`config.mk`:
```
export PLATFORM = sky130hd
export DESIGN_NAME = stack_frame_seq
export DESIGN_NICKNAME = d
export VERILOG_FILES = /design/src/rtl/stkseq_pkg.sv /design/src/rtl/stkseq_cost.sv /design/src/rtl/stkseq_busif.sv /design/src/rtl/stack_frame_seq.sv
export SDC_FILE = /design/constraint.sdc
export NUM_CORES = 1
export LEC_CHECK = 0
export ABC_AREA = 1
export BUFFER_PORTS_ARGS = -buffer_cell sky130_fd_sc_hd__buf_2
export CAP_MARGIN = 25
export CELL_PAD_IN_SITES_DETAIL_PLACEMENT = 0
export CELL_PAD_IN_SITES_GLOBAL_PLACEMENT = 1
export CORE_MARGIN = 1
export CORE_UTILIZATION = 43
export DETAILED_ROUTE_END_ITERATION = 8
export PLACE_DENSITY_LB_ADDON = 0.2
export SLEW_MARGIN = 20
export SYNTH_ARGS = -nofsm -noshare
export SYNTH_HDL_FRONTEND = slang
export SYNTH_HIERARCHICAL = 1
export SYNTH_SLANG_ARGS = --single-unit
```
`constraint.sdc`:
```
create_clock -name clk -period 6.6 [get_ports clk]
set_clock_uncertainty 0.1 [all_clocks]
set_input_delay 0 -clock clk [delete_from_list [all_inputs] [get_ports clk]]
set_output_delay 0 -clock clk [all_outputs]
set_load 0.02 [all_outputs]
```
`src/rtl/stkseq_pkg.sv`:
```
// Shared types for the stack frame sequencer.
// Assumes a 3-bit operation code; values 6 and 7 are not operations.
package stkseq_pkg;

    typedef enum logic [2:0] {
        OP_CALL   = 3'd0,
        OP_RET    = 3'd1,
        OP_RETFLG = 3'd2,
        OP_RETEXC = 3'd3,
        OP_FRMBLD = 3'd4,
        OP_FRMTDN = 3'd5
    } op_e;

    typedef enum logic [2:0] {
        ST_IDLE,
        ST_SETUP,
        ST_WR_HI,
        ST_WR_LO,
        ST_RD_SR,
        ST_RD_HI,
        ST_RD_LO,
        ST_FINISH
    } st_e;

    localparam logic [2:0] SP_INDEX = 3'd7;
    localparam int unsigned FLAG_W  = 5;

endpackage

```
`src/rtl/stkseq_cost.sv`:
```
// Cycle-cost lookup: maps an operation to its fixed cost.
// Assumes CYC_W is wide enough to hold the largest cost (20).
module stkseq_cost
    import stkseq_pkg::*;
#(
    parameter int unsigned CYC_W = 5
) (
    input  op_e              op,
    output logic [CYC_W-1:0] cost
);

    // Fixed cost per operation, independent of bus wait states.
    always_comb begin
        unique case (op)
            OP_CALL:   cost = CYC_W'(18);
            OP_RET:    cost = CYC_W'(16);
            OP_RETFLG: cost = CYC_W'(20);
            OP_RETEXC: cost = CYC_W'(20);
            OP_FRMBLD: cost = CYC_W'(16);
            OP_FRMTDN: cost = CYC_W'(12);
            default:   cost = '0;
        endcase
    end

endmodule

```
`src/rtl/stkseq_busif.sv`:
```
// Bus request decode: turns the sequencer state into one word access.
// Assumes the second word of a 32-bit transfer sits WORD_W/8 bytes above
// the first, with the upper half at the lower address.
module stkseq_busif
    import stkseq_pkg::*;
#(
    parameter int unsigned ADDR_W = 32,
    parameter int unsigned WORD_W = 16
) (
    input  st_e               st,
    input  logic [ADDR_W-1:0] sp,
    input  logic [ADDR_W-1:0] wbuf,
    output logic              req,
    output logic              we,
    output logic [ADDR_W-1:0] addr,
    output logic [WORD_W-1:0] wdata
);

    localparam logic [ADDR_W-1:0] WORD_BYTES = ADDR_W'(WORD_W / 8);

    // Request, direction, address and data for the current state.
    always_comb begin
        req   = 1'b0;
        we    = 1'b0;
        addr  = sp;
        wdata = wbuf[WORD_W-1:0];
        unique case (st)
            ST_WR_HI: begin
                req   = 1'b1;
                we    = 1'b1;
                wdata = wbuf[ADDR_W-1:ADDR_W-WORD_W];
            end
            ST_WR_LO: begin
                req  = 1'b1;
                we   = 1'b1;
                addr = sp + WORD_BYTES;
            end
            ST_RD_SR, ST_RD_HI: req = 1'b1;
            ST_RD_LO: begin
                req  = 1'b1;
                addr = sp + WORD_BYTES;
            end
            default: req = 1'b0;
        endcase
    end

endmodule

```
`src/rtl/stack_frame_seq.sv`:
```
// Stack frame sequencer: runs call, return, flag-restoring return,
// exception return, frame build and frame teardown as word accesses.
// Assumes mem_ack only while mem_req, and command fields valid in the
// accepting cycle. The selected register lives outside, except index 7,
// which is the stack pointer held here.
module stack_frame_seq
    import stkseq_pkg::*;
#(
    parameter int unsigned ADDR_W = 32,
    parameter int unsigned WORD_W = 16,
    parameter int unsigned CYC_W  = 5
) (
    input  logic              clk,
    input  logic              rst_n,
    input  logic              cmd_valid,
    input  logic [2:0]        cmd_op,
    input  logic [2:0]        cmd_reg,
    input  logic              cmd_ext,
    input  logic [ADDR_W-1:0] cmd_pc,
    input  logic [ADDR_W-1:0] cmd_target,
    input  logic [WORD_W-1:0] cmd_disp,
    input  logic [ADDR_W-1:0] areg_rdata,
    input  logic              sp_wr_en,
    input  logic [ADDR_W-1:0] sp_wr_data,
    output logic              mem_req,
    output logic              mem_we,
    output logic [ADDR_W-1:0] mem_addr,
    output logic [WORD_W-1:0] mem_wdata,
    input  logic [WORD_W-1:0] mem_rdata,
    input  logic              mem_ack,
    output logic              busy,
    output logic              done,
    output logic [CYC_W-1:0]  cycles,
    output logic              pc_we,
    output logic [ADDR_W-1:0] pc_out,
    output logic              sr_we,
    output logic [WORD_W-1:0] sr_out,
    output logic              ccr_we,
    output logic [FLAG_W-1:0] ccr_out,
    output logic              areg_we,
    output logic [ADDR_W-1:0] areg_wdata,
    output logic [ADDR_W-1:0] sp_out
);

    localparam logic [ADDR_W-1:0] WORD_BYTES = ADDR_W'(WORD_W / 8);
    localparam logic [ADDR_W-1:0] LONG_BYTES = ADDR_W'(2 * (WORD_W / 8));
    localparam logic [2:0]        LAST_OP    = 3'(OP_FRMTDN);

    st_e               st_q;
    op_e               op_q;
    logic [2:0]        reg_q;
    logic [ADDR_W-1:0] ret_q, tgt_q, areg_q, sp_q, wbuf_q, rbuf_q;
    logic [WORD_W-1:0] disp_q, word_q;
    logic [CYC_W-1:0]  cost;
    logic              accept;
    logic              reg_is_sp;
    logic [ADDR_W-1:0] disp_ext;

    assign accept    = (st_q == ST_IDLE) && cmd_valid && (cmd_op <= LAST_OP);
    assign reg_is_sp = (reg_q == SP_INDEX);
    assign disp_ext  = {{(ADDR_W-WORD_W){disp_q[WORD_W-1]}}, disp_q};
    assign busy      = (st_q != ST_IDLE);
    assign sp_out    = sp_q;

    stkseq_cost #(.CYC_W(CYC_W)) cost_i (
        .op   (op_q),
        .cost (cost)
    );

    stkseq_busif #(.ADDR_W(ADDR_W), .WORD_W(WORD_W)) bus_i (
        .st    (st_q),
        .sp    (sp_q),
        .wbuf  (wbuf_q),
        .req   (mem_req),
        .we    (mem_we),
        .addr  (mem_addr),
        .wdata (mem_wdata)
    );

    // Sequencer state, stack pointer, operand latches and result registers.
    always_ff @(posedge clk) begin
        if (!rst_n) begin
            st_q       <= ST_IDLE;
            op_q       <= OP_CALL;
            reg_q      <= '0;
            ret_q      <= '0;
            tgt_q      <= '0;
            areg_q     <= '0;
            disp_q     <= '0;
            sp_q       <= '0;
            wbuf_q     <= '0;
            rbuf_q     <= '0;
            word_q     <= '0;
            done       <= 1'b0;
            cycles     <= '0;
            pc_we      <= 1'b0;
            pc_out     <= '0;
            sr_we      <= 1'b0;
            sr_out     <= '0;
            ccr_we     <= 1'b0;
            ccr_out    <= '0;
            areg_we    <= 1'b0;
            areg_wdata <= '0;
        end else begin
            done    <= 1'b0;
            pc_we   <= 1'b0;
            sr_we   <= 1'b0;
            ccr_we  <= 1'b0;
            areg_we <= 1'b0;
            unique case (st_q)
                ST_IDLE: begin
                    if (accept) begin
                        op_q   <= op_e'(cmd_op);
                        reg_q  <= cmd_reg;
                        ret_q  <= cmd_ext ? cmd_pc + WORD_BYTES : cmd_pc;
                        tgt_q  <= cmd_target;
                        disp_q <= cmd_disp;
                        areg_q <= areg_rdata;
                        st_q   <= ST_SETUP;
                    end else if (sp_wr_en) begin
                        sp_q <= sp_wr_data;
                    end
                end
                ST_SETUP: begin
                    unique case (op_q)
                        OP_CALL: begin
                            sp_q   <= sp_q - LONG_BYTES;
                            wbuf_q <= ret_q;
                            st_q   <= ST_WR_HI;
                        end
                        OP_FRMBLD: begin
                            sp_q   <= sp_q - LONG_BYTES;
                            wbuf_q <= reg_is_sp ? sp_q - LONG_BYTES : areg_q;
                            st_q   <= ST_WR_HI;
                        end
                        OP_RET:               st_q <= ST_RD_HI;
                        OP_RETFLG, OP_RETEXC: st_q <= ST_RD_SR;
                        OP_FRMTDN: begin
                            if (!reg_is_sp) sp_q <= areg_q;
                            st_q <= ST_RD_HI;
                        end
                        default: st_q <= ST_IDLE;
                    endcase
                end
                ST_WR_HI: if (mem_ack) st_q <= ST_WR_LO;
                ST_WR_LO: if (mem_ack) st_q <= ST_FINISH;
                ST_RD_SR: begin
                    if (mem_ack) begin
                        word_q <= mem_rdata;
                        sp_q   <= sp_q + WORD_BYTES;
                        st_q   <= ST_RD_HI;
                    end
                end
                ST_RD_HI: begin
                    if (mem_ack) begin
                        rbuf_q[ADDR_W-1:ADDR_W-WORD_W] <= mem_rdata;
                        st_q <= ST_RD_LO;
                    end
                end
                ST_RD_LO: begin
                    if (mem_ack) begin
                        rbuf_q[WORD_W-1:0] <= mem_rdata;
                        st_q <= ST_FINISH;
                    end
                end
                ST_FINISH: begin
                    done   <= 1'b1;
                    cycles <= cost;
                    st_q   <= ST_IDLE;
                    unique case (op_q)
                        OP_CALL: begin
                            pc_we  <= 1'b1;
                            pc_out <= tgt_q;
                        end
                        OP_RET: begin
                            pc_we  <= 1'b1;
                            pc_out <= rbuf_q;
                            sp_q   <= sp_q + LONG_BYTES;
                        end
                        OP_RETFLG: begin
                            pc_we   <= 1'b1;
                            pc_out  <= rbuf_q;
                            ccr_we  <= 1'b1;
                            ccr_out <= word_q[FLAG_W-1:0];
                            sp_q    <= sp_q + LONG_BYTES;
                        end
                        OP_RETEXC: begin
                            pc_we  <= 1'b1;
                            pc_out <= rbuf_q;
                            sr_we  <= 1'b1;
                            sr_out <= word_q;
                            sp_q   <= sp_q + LONG_BYTES;
                        end
                        OP_FRMBLD: begin
                            if (!reg_is_sp) begin
                                areg_we    <= 1'b1;
                                areg_wdata <= sp_q;
                            end
                            sp_q <= sp_q + disp_ext;
                        end
                        OP_FRMTDN: begin
                            if (reg_is_sp) begin
                                sp_q <= rbuf_q + LONG_BYTES;
                            end else begin
                                areg_we    <= 1'b1;
                                areg_wdata <= rbuf_q;
                                sp_q       <= sp_q + LONG_BYTES;
                            end
                        end
                        default: st_q <= ST_IDLE;
                    endcase
                end
                default: st_q <= ST_IDLE;
            endcase
        end
    end

    // an open request stays unchanged until it is acknowledged.
    p_req_hold_r8: assert property (@(posedge clk) disable iff (!rst_n)
        (mem_req && !mem_ack) |=> (mem_req && $stable(mem_addr)
                                   && $stable(mem_we) && $stable(mem_wdata)));

    // completion lasts exactly one cycle.
    p_done_pulse_r9: assert property (@(posedge clk) disable iff (!rst_n)
        done |=> !done);

    // result strobes only accompany completion.
    p_strobe_done_r9: assert property (@(posedge clk) disable iff (!rst_n)
        (pc_we || sr_we || ccr_we || areg_we) |-> done);

    // full status and flag restore never together.
    p_sr_ccr_excl_r3: assert property (@(posedge clk) disable iff (!rst_n)
        $onehot0({sr_we, ccr_we}));

    // an idle sequencer makes no bus access.
    p_idle_quiet_r11: assert property (@(posedge clk) disable iff (!rst_n)
        !busy |-> !mem_req);

    // idle with no load and no command leaves the stack pointer alone.
    p_sp_hold_r11: assert property (@(posedge clk) disable iff (!rst_n)
        (!busy && !cmd_valid && !sp_wr_en) |=> $stable(sp_out));

endmodule

```
==> impl_metrics.csv, run 1 <==
group,metric,value,unit
global_route,grt_use_total,0.382,
sta,hold_viol,0,
logic_synthesis,async_flop_share,0,
job,drv_cap,0,
clocking,clock-sinks,328,
clocking,clkTransAtPathRegs,0.06,ns
clocking,clockBufferDepth,3,
floorplanning,io_pins,350,
power,clkPwrFrac,0.236,
sta,rsz0062_at_grt,"false",
logic_synthesis,synth_cell_types,53,
logic_synthesis,synth_nets,3516,
power,p_sw,0.00445,W
drt,drc_errors,0,
outcome,status,"finished clean",
setup_path,cp.arrival,4.62,ns
global_route,antenna_found_initial,0,
drt,dr.pass1.iters,6,
logic_synthesis,synth_top_family_by_area,"simple AND/OR/NAND/NOR gates",
floorplanning,num_rows,80,
logic_synthesis,synth-adder-area-share,0.0231,
setup_path,worstPathRequired,6.95,ns
power,comb_power_share,0.472,
sta,setup_violations,0,
sta,worstMarginPinSlew,1.00,ns
finish,drive_above_1_share,0.143,
global_route,use_met2,0.597,
clocking,cts_tree,"built",
logic_synthesis,synth_simple_gate_area_frac,0.312,
logic_synthesis,synth_ff_type,"dfxtp_1",
drt,ant_nets,0,
power,p_int,0.00499,W
clocking,cts-root-buf,"clkbuf_16",
power,seq_power_share,0.292,
setup_path,worstSetupPathType,"flip-flop to flip-flop",
placed_design,place.gp.congestion,1.04,
sta,slew_viol_final,0,
logic_synthesis,syn_avg_cell_area,6.31,um^2
logic_synthesis,synth-compound-area-share,0.210,
power,powerDensity,358,nW/um^2
sta,final.period_utilization,0.647,
floorplanning,dieArea,49400,um^2
drt,drt-wirelength-per-cell,22.1,um
setup_path,worst_setup_path_end_kind,"flip-flop",
floorplanning,coreArea,47800,um^2
drt,via_per_inst,5.73,
finish,syn2layout_area_growth,26.3,%
placed_design,dp_hpwl,73000,um
setup_path,start_kind,"flip-flop",
global_route,grt_pass1_vias,23600,
finish,antenna-diode-count,0,
sta,fmax,234,MHz
placed_design,placedCellCount,4133,
global_route,grt.busiest_layer,"met2",
power,peakVddDrop,0.000288,V
worst_hold_path,hold_path.class,"primary input to flip-flop",
floorplanning,initial_utilization,0.436,
logic_synthesis,synth_seq_cells,328,
sta,setup_tns,0,ns
finish,finalNetCount,3977,
sta,max_slew_margin,0.333,
clocking,clock_latency,0.58,ns
clocking,cts-resized-gates,0,
clocking,htreeDepth,2,
global_route,grt_use_met3,0.0686,
floorplanning,die_h,222,um
drt,vias,25300,
setup_path,crit_fanout,68,
drt,routed_wl,97600,um
logic_synthesis,seq_area_frac_synth,0.315,
clocking,cts_made_buffers,39,
sta,period_needed,4.27,ns
global_route,met1_usage,0.511,
finish,num-fill-cells,4802,
finish,fin_cells,4411,
placed_design,io_buffers,349,
power,swShare,0.471,
global_route,gr-total-overflow,0,
logic_synthesis,synth_cells,3306,
logic_synthesis,synth_xor_xnor_area_share,0.0309,
global_route,grt_first_pass_wirelength,144000,um
drt,drt_iter0_markers,2789,
floorplanning,die_x,222,um
power,p_leak,11.7,nW
logic_synthesis,synth_edf_count,0,
logic_synthesis,yosysWarnings,6,
logic_synthesis,syn_area,20900,um^2
logic_synthesis,post_synth_mux_area_share,0.0104,
global_route,grt_max_degree,88,
## power groups by stage
stage / Clock [W] / Combinational (W) / Sequential [W]
after floorplan: 0 / 0.00274 / 0.00270
after global placement: 0 / 0.00416 / 0.00276
after detailed placement: 0 / 0.00419 / 0.00277
after CTS: 0.00225 / 0.00431 / 0.00273
after global routing: 0.00231 / 0.00480 / 0.00278
final: 0.00223 / 0.00446 / 0.00276
## final cells by class
class                           instances  area (um^2)  share of cell area
Multi-Input combinational cell       2456        12300               0.465
Inverter                              347         1310              0.0496
Sequential cell                       328         6570               0.249
Clock inverter                         14          169             0.00640
Timing Repair Buffer                  595         4180               0.159
Tap cell                              615          769              0.0292
Clock buffer                           56         1120              0.0425
## layout by cell type, fill, tap and decap left out, drive strengths merged, types with 4 or more instances in the layout
cell	n
o211ai	46
nor3	60
dlygate4sd3	205
xor2	57
xnor2	15
ha	37
nor2	312
o221ai	7
o22ai	37
a211oi	4
mux2	16
clkbuf	56
or2	9
nand4	47
nor4	10
dfxtp	328
nand2	862
and2	4
clkinv	10
buf	390
a22oi	9
a31oi	34
o21ai	277
nand3	191
nand3b	24
o21bai	8
inv	346
a21oi	373
## critical path, cell delays in order, from the launching register on
cell and delay (ns):
dfxtp_1 0.61, inv_1 0.16, nand2_1 0.26, nor2_1 0.14
nand2_4 0.46, clkinv_2 0.84, buf_4 0.62, o21ai_0 0.25
a31oi_1 0.06, dlygate4sd3_1 0.60
## flip-flops by register name, summed over array words and instances (netlist names), 3 cells and up
register	count
areg_q	32
areg_wdata	32
ccr_out	5
cycles	5
disp_q	16
op_q	3
pc_out	32
rbuf_q	32
reg_q	3
ret_q	32
sp_out	32
sr_out	16
st_q	3
tgt_q	32
wbuf_q	32
word_q	16
## metal layers
layer | vias to the layer above | share of wire
met2 | 1265 | 0.44
li1 | 11900 | -
met4 | 0 | 0.049
met5 | - | 0
met1 | 11900 | 0.42
met3 | 203 | 0.093
## path summary, 6_finish.rpt
path                                  from         to  slack, ns  cells past startpoint
worst min-delay path            cmd_pc[20]  ret_q[27]       0.06                      8
worst min register to register   word_q[7]  word_q[7]       0.36                      2
worst max-delay path               st_q[2]   ret_q[2]       2.33                      9
worst max register to register     st_q[2]   ret_q[2]       2.33                      9
## Yosys cell counts (6+ instances only)
cell | n | area [um^2]
o21ai_1 | 17 | 85.1
a31oi_1 | 34 | 213
o21bai_1 | 8 | 60.1
nor2_4 | 8 | 90.1
nand3_1 | 190 | 951
xnor2_1 | 15 | 131
a21oi_1 | 373 | 1870
nor2_2 | 10 | 62.6
xor2_1 | 55 | 482
a22oi_1 | 9 | 67.6
nor2_1 | 292 | 1100
nand3b_1 | 24 | 180
or2_2 | 9 | 56.3
o211ai_1 | 46 | 345
nand2_1 | 850 | 3190
nand4_1 | 47 | 294
buf_1 | 10 | 37.5
mux2_4 | 10 | 150
o22ai_1 | 37 | 231
o21ai_0 | 260 | 1300
mux2_2 | 6 | 67.6
clkbuf_1 | 121 | 454
dfxtp_1 | 328 | 6570
nor3_1 | 52 | 260
inv_2 | 16 | 60.1
ha_1 | 37 | 463
o221ai_1 | 7 | 61.3
inv_1 | 328 | 1230
nand2_2 | 8 | 50.1
buf_6 | 6 | 67.6
nor4_1 | 10 | 62.6
nor3_2 | 7 | 70.1
buf_2 | 33 | 165
## cell families (layout without fill, tap and decap cells)
logic type | count (synthesis) | count (layout)
adder cells (fa/ha/maj) | 38 | 38
multiplexers | 16 | 16
AND/OR/NAND/NOR | 1520 | 1520
XOR/XNOR | 72 | 72
other | 1 | 1
buffers and inverters | 522 | 1012
flip-flops | 328 | 328
AO/OA/AOI/OAI | 809 | 809
## metrics by stage
step | worst slack (ns) | util | cell area, um^2 | hold WS (ns) | total power, W
6_report | 2.33 | 0.551 | 26400 | 0.0630 | 0.00944
5_1_grt | 2.07 | 0.551 | 26400 | 0.148 | 0.00989
4_1_cts | 2.43 | 0.550 | 26300 | 0.0555 | 0.00928
3_5_place_dp | 2.74 | 0.480 | 23000 | 0.158 | 0.00696
3_3_place_gp | 2.77 | 0.479 | 22900 | 0.150 | 0.00692
2_1_floorplan | 4.33 | - | 20900 | 0.0349 | 0.00544
## repair_timing
item	CTS	global route
hold endpoints to repair	224	0
hold buffers	205	0
setup buffers	0	0
No activity file was read; power rests on OpenSTA's default activity.
==> run 2, diff against run 1 <==
--- a/config.mk
+++ b/config.mk
@@ -11,7 +11,7 @@
 export CELL_PAD_IN_SITES_DETAIL_PLACEMENT = 0
 export CELL_PAD_IN_SITES_GLOBAL_PLACEMENT = 1
 export CORE_MARGIN = 1
-export CORE_UTILIZATION = 43
+export CORE_UTILIZATION = 40
 export DETAILED_ROUTE_END_ITERATION = 8
 export PLACE_DENSITY_LB_ADDON = 0.2
 export SLEW_MARGIN = 20
==> constraint.sdc (replaced) <==
create_clock -name clk -period 4.2 [get_ports clk]
set_clock_uncertainty 0.1 [all_clocks]
set_input_delay 0 -clock clk [delete_from_list [all_inputs] [get_ports clk]]
set_output_delay 0 -clock clk [all_outputs]
set_load 0.02 [all_outputs]
==> impl_metrics.csv, run 2 (synthesized netlist as in run 1, its figures left out) <==
group,metric,value,unit
outcome,status,"finished clean",
placed_design,io_buffers,349,
clocking,cts_tree,"built",
clocking,clockBufferDepth,3,
setup_path,path_buf_inv,4,
setup_path,worstSetupPathType,"flip-flop to flip-flop",
global_route,grt_use_total,0.375,
clocking,cts-resized-gates,0,
setup_path,slowest_delay,0.60,ns
setup_path,slowest_stage,"inv_2",
floorplanning,die_h,230,um
power,p_sw,0.00722,W
drt,routed_wl,103000,um
power,p_leak,11.8,nW
finish,num-fill-cells,5255,
sta,worst_slack,0.854,ns
placed_design,dp_slack,0.936,ns
worst_hold_path,hold_path.startpoint,"cmd_pc[20]",
setup_path,start_kind,"flip-flop",
finish,finalNetCount,4010,
sta,hold_viol,0,
global_route,gr-total-overflow,0,
sta,worstMarginPinSlew,0.960,ns
sta,max_slew_margin,0.360,
setup_path,worstPathRequired,4.58,ns
sta,final.period_utilization,0.797,
floorplanning,die_x,230,um
setup_path,crit_fanout,38,
setup_path,cp.arrival,3.73,ns
sta,rsz0062_at_grt,"false",
power,seq_power_share,0.288,
finish,layout_common_cells,"nand2_1 (849), a21oi_1 (373), buf_2 (348), inv_1 (328), dfxtp_1 (328)",
floorplanning,initial_utilization,0.406,
clocking,cts_made_buffers,39,
drt,drc_errors,0,
setup_path,cp_cell_sequence,"inv_2 > nand2_1 > inv_2 > nand2_1 > nand3_1 > o21ai_0 > a21oi_1 > nand2_4 > inv_2 > nand3_1 > a21oi_1 > nand3_1 > nand2_1 > inv_1",
global_route,grt_pass1_vias,23700,
drt,drt_iter0_markers,3172,
placed_design,place.gp.congestion,1.07,
power,p_total,0.0150,W
floorplanning,dieArea,53100,um^2
placed_design,dp_hpwl,78300,um
job,drv_cap,0,
clocking,clock-sinks,328,
drt,ant_nets,0,
finish,drive_above_1_share,0.147,
setup_path,critical_path.top_delay_family,"buffers and inverters",
floorplanning,coreArea,51400,um^2
power,peakVddDrop,0.000353,V
power,comb_power_share,0.485,
global_route,grt_max_degree,128,
finish,layout_commonest_cell,"nand2_1",
global_route,grt_first_pass_wirelength,150000,um
finish,antenna-diode-count,0,
clocking,clkTransAtPathRegs,0.06,ns
finish,multi_input_area,12300,um^2
power,powerDensity,564,nW/um^2
floorplanning,num_rows,83,
setup_path,worst_setup_path_end_kind,"flip-flop",
clocking,clock_latency,0.58,ns
sta,slew_viol_final,0,
drt,vias,25500,
setup_path,r2r-start,"op_q[0]",
sta,setup_tns,0,ns
global_route,antenna_found_initial,1,
power,p_int,0.00779,W
sta,fmax,299,MHz
drt,drt-wirelength-per-cell,22.8,um
setup_path,crit_start,"op_q[0]",
drt,dr.pass1.iters,6,
power,swShare,0.481,
power,clkPwrFrac,0.227,
sta,final.hold.worst_slack,0.0449,ns
sta,setup_violations,0,
finish,syn2layout_area_growth,27.4,%
finish,seq_area,6570,um^2
sta,period_needed,3.35,ns
clocking,cts-root-buf,"clkbuf_16",
clocking,htreeDepth,2,
drt,via_per_inst,5.66,
worst_hold_path,hold_path.class,"primary input to flip-flop",
floorplanning,io_pins,350,
run 2: cell types whose count changed in the layout (fill, tap and decap cells not counted), sizes merged:
cell	change
buf	+26
clkbuf	-7
dlygate4sd3	+7
clkinvlp	-1
run 2: worst paths after layout:
path         cells after the start         end  slack [ns]
max                             14  sp_out[15]        0.85
min                              7   ret_q[23]        0.04
max reg2reg                     14  sp_out[15]        0.85
min reg2reg                      2   sr_out[8]        0.36
run 2: layout make-up:
type | instances | share of cell area
inverter | 347 | 0.0492
clock inverter | 13 | 0.00649
sequential | 328 | 0.247
clock buffer | 49 | 0.0392
tap | 680 | 0.0320
timing repair buffer | 628 | 0.166
multi-input combinational | 2456 | 0.461
run 2: what timing repair did:
item | in CTS | in global routing
hold buffers | 212 | 0
hold endpoints to repair | 262 | 0
buffers inserted | 0 | 0
run 2: power by group through the flow:
stage	logic (W)	registers, W	clock network, W
final	0.00728	0.00432	0.00340
after global routing	0.00779	0.00436	0.00352
after CTS	0.00709	0.00429	0.00343
after global placement	0.00691	0.00434	0
after detailed placement	0.00688	0.00435	0
after floorplan	0.00431	0.00424	0
run 2: per-stage QoR:
stage	utilization	area (um^2)	instances
2_1_floorplan	-	20900	3306
3_3_place_gp	0.453	23300	4227
3_5_place_dp	0.453	23300	4227
4_1_cts	0.517	26600	4501
5_1_grt	0.517	26600	4501
6_report	0.517	26600	4501
run 2: metal layers:
| layer | global-route usage | vias to the layer above | share of wire |
|---|---|---|---|
| met2 | 0.585 | 1313 | 0.44 |
| met3 | 0.0536 | 216 | 0.084 |
| li1 | - | 11900 | - |
| met5 | 0 | - | 0.000088 |
| met1 | 0.513 | 12000 | 0.43 |
| met4 | 0.161 | 2 | 0.046 |
run 2: worst reg2reg max path: cells and delay by family (launching register included):
kind,cells,cell delay [ns]
and+or+nand+nor,7,0.91
buffers and inverters,4,1.36
DFF,1,0.42
AOI/OAI and AO/OA,3,0.48
